==> config.mk <==
export PLATFORM = sky130hd
export DESIGN_NAME = pf_dup_filter
export DESIGN_NICKNAME = d
export VERILOG_FILES = /design/src/rtl/pfdf_pkg.sv /design/src/rtl/pfdf_entry_store.sv /design/src/rtl/pfdf_out_reg.sv /design/src/rtl/pfdf_counters.sv /design/src/rtl/pf_dup_filter.sv
export SDC_FILE = /design/constraint.sdc
export NUM_CORES = 1
export LEC_CHECK = 0
export BUFFER_PORTS_ARGS = -buffer_cell sky130_fd_sc_hd__buf_2
export CAP_MARGIN = 40
export CORE_MARGIN = 3
export CORE_UTILIZATION = 55
export CTS_CLUSTER_SIZE = 25
export DETAILED_ROUTE_END_ITERATION = 7
export GPL_ROUTABILITY_DRIVEN = 0
export GPL_TIMING_DRIVEN = 0
export PLACE_DENSITY = 0.75
export SKIP_LAST_GASP = 1
export SYNTH_ARGS = -nofsm -noshare
export SYNTH_HDL_FRONTEND = slang
export SYNTH_SLANG_ARGS = --single-unit
==> constraint.sdc <==
create_clock -name clk -period 4.86 [get_ports clk]
set_clock_uncertainty 0.15 [all_clocks]
set_input_delay 0.486 -clock clk [delete_from_list [all_inputs] [get_ports clk]]
set_output_delay 0.486 -clock clk [all_outputs]
set_load 0.03 [all_outputs]
==> src/rtl/pfdf_pkg.sv <==
package pfdf_pkg;
  typedef enum logic [1:0] {
    DEC_IDLE = 2'd0,
    DEC_FWD  = 2'd1,
    DEC_DROP = 2'd2
  } pfdf_dec_e;
endpackage

==> src/rtl/pfdf_entry_store.sv <==
module pfdf_entry_store #(
  parameter int ADDR_W = 32,
  parameter int DEPTH  = 4
) (
  input  logic              clk,
  input  logic              rst_n,
  input  logic              clr,
  input  logic              ins_en,
  input  logic [ADDR_W-1:0] ins_addr,
  input  logic [ADDR_W-1:0] look_addr,
  output logic              hit
);
  localparam int PW = (DEPTH > 1) ? $clog2(DEPTH) : 1;
  localparam logic [PW-1:0] LAST = PW'(DEPTH - 1);

  logic [ADDR_W-1:0] tag_q [DEPTH];
  logic [DEPTH-1:0]  vld_q, vld_d, match;
  logic [PW-1:0]     wp_q, wp_d;

  for (genvar g = 0; g < DEPTH; g++) begin : g_ent
    assign match[g] = vld_q[g] && (tag_q[g] == look_addr);

    always_ff @(posedge clk or negedge rst_n) begin
      if (!rst_n) begin
        tag_q[g] <= '0;
      end else if (ins_en && (wp_q == PW'(g))) begin
        tag_q[g] <= ins_addr;
      end
    end
  end

  assign hit = |match;

  always_comb begin
    vld_d = vld_q;
    wp_d  = wp_q;
    if (clr) begin
      vld_d = '0;
      wp_d  = '0;
    end else if (ins_en) begin
      vld_d[wp_q] = 1'b1;
      wp_d = (wp_q == LAST) ? '0 : wp_q + 1'b1;
    end
  end

  always_ff @(posedge clk or negedge rst_n) begin
    if (!rst_n) begin
      vld_q <= '0;
      wp_q  <= '0;
    end else begin
      vld_q <= vld_d;
      wp_q  <= wp_d;
    end
  end
endmodule

==> src/rtl/pfdf_out_reg.sv <==
module pfdf_out_reg #(
  parameter int ADDR_W = 32
) (
  input  logic              clk,
  input  logic              rst_n,
  input  logic              load,
  input  logic [ADDR_W-1:0] load_addr,
  input  logic              take,
  output logic              vld,
  output logic [ADDR_W-1:0] addr
);
  logic              vld_d;
  logic              addr_en;

  always_comb begin
    vld_d   = vld;
    addr_en = 1'b0;
    if (load) begin
      vld_d   = 1'b1;
      addr_en = 1'b1;
    end else if (take) begin
      vld_d = 1'b0;
    end
  end

  always_ff @(posedge clk or negedge rst_n) begin
    if (!rst_n) begin
      vld <= 1'b0;
    end else begin
      vld <= vld_d;
    end
  end

  always_ff @(posedge clk or negedge rst_n) begin
    if (!rst_n) begin
      addr <= '0;
    end else if (addr_en) begin
      addr <= load_addr;
    end
  end
endmodule

==> src/rtl/pfdf_counters.sv <==
module pfdf_counters
  import pfdf_pkg::*;
#(
  parameter int CNT_W = 16
) (
  input  logic             clk,
  input  logic             rst_n,
  input  pfdf_dec_e        dec,
  output logic [CNT_W-1:0] fwd_cnt,
  output logic [CNT_W-1:0] drop_cnt
);
  logic fwd_en, drop_en;

  assign fwd_en  = (dec == DEC_FWD);
  assign drop_en = (dec == DEC_DROP);

  always_ff @(posedge clk or negedge rst_n) begin
    if (!rst_n) begin
      fwd_cnt <= '0;
    end else if (fwd_en) begin
      fwd_cnt <= fwd_cnt + 1'b1;
    end
  end

  always_ff @(posedge clk or negedge rst_n) begin
    if (!rst_n) begin
      drop_cnt <= '0;
    end else if (drop_en) begin
      drop_cnt <= drop_cnt + 1'b1;
    end
  end
endmodule

==> src/rtl/pf_dup_filter.sv <==
module pf_dup_filter
  import pfdf_pkg::*;
#(
  parameter int ADDR_W = 32,
  parameter int DEPTH  = 4,
  parameter int CNT_W  = 16
) (
  input  logic              clk,
  input  logic              rst_n,
  input  logic              flush,
  input  logic              req_valid,
  output logic              req_ready,
  input  logic [ADDR_W-1:0] req_addr,
  output logic              out_valid,
  input  logic              out_ready,
  output logic [ADDR_W-1:0] out_addr,
  output logic [CNT_W-1:0]  fwd_count,
  output logic [CNT_W-1:0]  drop_count
);
  logic      hit, accept;
  pfdf_dec_e dec;

  assign req_ready = !flush && (!out_valid || out_ready);
  assign accept    = req_valid && req_ready;

  always_comb begin
    dec = DEC_IDLE;
    if (accept) dec = hit ? DEC_DROP : DEC_FWD;
  end

  pfdf_entry_store #(.ADDR_W(ADDR_W), .DEPTH(DEPTH)) u_store (
    .clk       (clk),
    .rst_n     (rst_n),
    .clr       (flush),
    .ins_en    (dec == DEC_FWD),
    .ins_addr  (req_addr),
    .look_addr (req_addr),
    .hit       (hit)
  );

  pfdf_out_reg #(.ADDR_W(ADDR_W)) u_out (
    .clk       (clk),
    .rst_n     (rst_n),
    .load      (dec == DEC_FWD),
    .load_addr (req_addr),
    .take      (out_ready),
    .vld       (out_valid),
    .addr      (out_addr)
  );

  pfdf_counters #(.CNT_W(CNT_W)) u_cnt (
    .clk      (clk),
    .rst_n    (rst_n),
    .dec      (dec),
    .fwd_cnt  (fwd_count),
    .drop_cnt (drop_count)
  );
endmodule

==> flow_summary.toml <==
[worst_setup_path]
path_common_cell = "clkbuf_1"
cp-end-kind = "register"
critPathLaunchType = "input port"
path_buf_inv = 2
cp_max_fo = 10
cp_cell_sequence = "clkbuf_1 > xor2_1 > nor4_1 > nand3_1 > or3_1 > nand4_1 > nor2_2 > clkbuf_1 > mux2_2"
critical-path-top-delay-family = "simple AND/OR/NAND/NOR gates"
critPathKind = "input port to register"
cpMaxStageDelayCell = "clkbuf_1"
cp.required_ns = 5.03
slowest_delay_ns = 0.64
critPathArrivalTime_ns = 3.59

[global_route]
track_usage_pct = 24.0
grt_pass1_vias = 6668
antenna_found_initial = 1
grt-ovfl-total = 0
grt_max_degree = 122
grt_pass1_wl_um = 37200

[cts]
cts_tree = "yes"
insertion_delay_ns = 0.44
cts.sinks = 199
clockBufferDepth = 2
cts_root_buf = "clkbuf_16"
cts.clk_slew.worst_paths_ns = 0.07
numCtsBuffers = 17
post_cts_buffers = 0
htreeDepth = 4

[synth]
synthesis.area_sq_mm = 0.0101
yosysMostFrequentCell = "dfrtp_1"
ys_ff_latch = 199
synth_cells = 749
synth_top_area_share_pct = 49.2
synth_cell_types = 34
synth-async-reset-ratio_pct = 100
synth_warnings = 0
yosysTopAreaCell = "dfrtp_1"
synth_common_cells = "dfrtp_1 (199), mux2_4 (116), xor2_1 (90)"
synth_fp_nets = 792
synth_flop_cell = "dfrtp_1"
avgSynthCellArea_sq_um = 13.5
synth-edff-count = 0
ys_top_cells_by_area = "dfrtp_1 (49%), mux2_4 (17%), xor2_1 (7.8%), xnor2_1 (5.9%), mux2_2 (5.1%)"
synth-seq-area-share_pct = 49.2

[floorplanning]
initial_core_util_pct = 57.3
die_x_um = 142
die_area_sq_mm = 0.0200
coreArea_sq_mm = 0.0177
die_y_um = 142
io-pin-count = 103
fp-row-count = 48

[place]
io_buffer_count = 70
hpwl_um = 16900

[detailed_routing]
drt_first_pass_iters = 8
routedWlPerCell_um = 21.8
detail_route.wirelength_um = 23600
drc = 0
antenna_left = 0
vias = 6276
drt_iter0_drc = 430
vias_per_cell = 5.82

[sta]
fin_crit_ns = 3.42
finalHoldViolations = 0
period_share_pct = 70.3
whs_ns = 0.177
slew_headroom_pct = 48.1
finalSetupViolCount = 0
worst_pin_slew_ns = 0.778
grt_setup_unrepaired = "false"
setup_tns_ns = 0
drv_slew = 0
fmax_mhz = 293

[cells_and_area]
fill_cells = 1357
multiInputGateArea_sq_mm = 0.00473
area.growth.synth_to_final_pct = 12.6
postLayoutCoreUtil_pct = 64.5
drive_gt1_share_pct = 37.0
fin_nets = 883
register_area_sq_mm = 0.00498

[hold_path]
hp-class = "input port to register"

[pwr]
p_leak_nw = 5.21
power-per-cell-area_mw_per_mm2 = 421
ir_worst_vdd_uv = 325

[status]
status = "complete, no violations"

[run]
timing.max_cap.violations = 0
[through the flow]
stage,cell area (sq um),setup slack [ns],std cells,power (mW)
6_report,11400,1.44,1079,4.79
2_1_floorplan,10100,1.99,749,3.01
3_5_place_dp,10800,1.10,1045,3.36
5_1_grt,11400,1.28,1078,4.99
4_1_cts,11400,1.55,1078,4.80
3_3_place_gp,10700,0.0283,1044,3.32
[cell type report]
type                       instances  share of cell area, %
clock buffer                      18                   3.77
inverter                           3                 0.0989
timing repair buffer              72                   3.50
multi-input combinational        492                   41.6
antenna                            1                 0.0220
tap                              225                   2.47
buffer                            55                   3.43
clock inverter                    14                   1.41
sequential                       199                   43.7
[sequential cells by signal, summed over array words and instances (netlist names)]
signal / count
u_cnt.drop_cnt: 16
u_cnt.fwd_cnt: 16
u_out.addr: 32
u_out.vld: 1
u_store.tag_q: 128
u_store.vld_q: 4
u_store.wp_q: 2
[metal layers]
layer  routed length [um]  share of wire [%]  vias up  track usage (%)
met2                11100                 47      231             38.0
met4                  758                3.2        0             9.70
met3                 1680                7.1       60             6.71
met1                10100                 43     3183             31.5
met5                    0                  0        -                0
li1                     -                  -     2802                -
[power by group]
| part | internal [mW] | switching [mW] | total [mW] |
|---|---|---|---|
| clock | 0.771 | 0.666 | 1.44 |
| sequential | 1.94 | 0.221 | 2.16 |
| combinational | 0.553 | 0.643 | 1.20 |
[cells in the final DEF, fill, tap and decap left out, types with 13 or more instances in the layout]
cell	instances
clkbuf_16	17
nand2_1	15
nand4_1	32
nor4_1	42
and3_1	13
xor2_1	90
nand3_1	20
xnor2_1	68
buf_6	19
dfrtp_1	199
clkbuf_1	14
mux2_4	116
buf_2	87
mux2_2	46
[final timing paths]
path,from,end,slack (ns),depth (start not counted)
setup / recovery,req_addr[18],u_out.addr[24],1.44,9
hold / removal,flush,u_store.wp_q[1],0.18,2
setup reg to reg,u_store.tag_q[123],u_out.addr[24],1.48,8
hold reg to reg,u_cnt.drop_cnt[15],u_cnt.drop_cnt[15],0.32,1
max in group asynchronous,rst_n,u_cnt.fwd_cnt[2],3.13,3
min in group asynchronous,rst_n,u_out.addr[15],0.46,2
[timing repair]
action | CTS | global route
hold buffers | 1 | 0
resized for setup | 0 | 0
hold endpoints to repair | 78 | 0
[kinds of logic (layout without fill, tap and decap cells)]
kind of cell               after synthesis  count (layout)  share of synthesized area [%]
AOI/OAI and AO/OA                        6               6                          0.520
muxes                                  164             164                           22.5
other                                    0               1                              0
DFF                                    199             199                           49.2
buffers and inverters                   58             162                           3.97
adders and majority gates                6               6                          0.742
xor gates and xnor gates               158             158                           13.7
and+or+nand+nor                        158             158                           9.29
No activity file was read; power rests on OpenSTA's default activity.
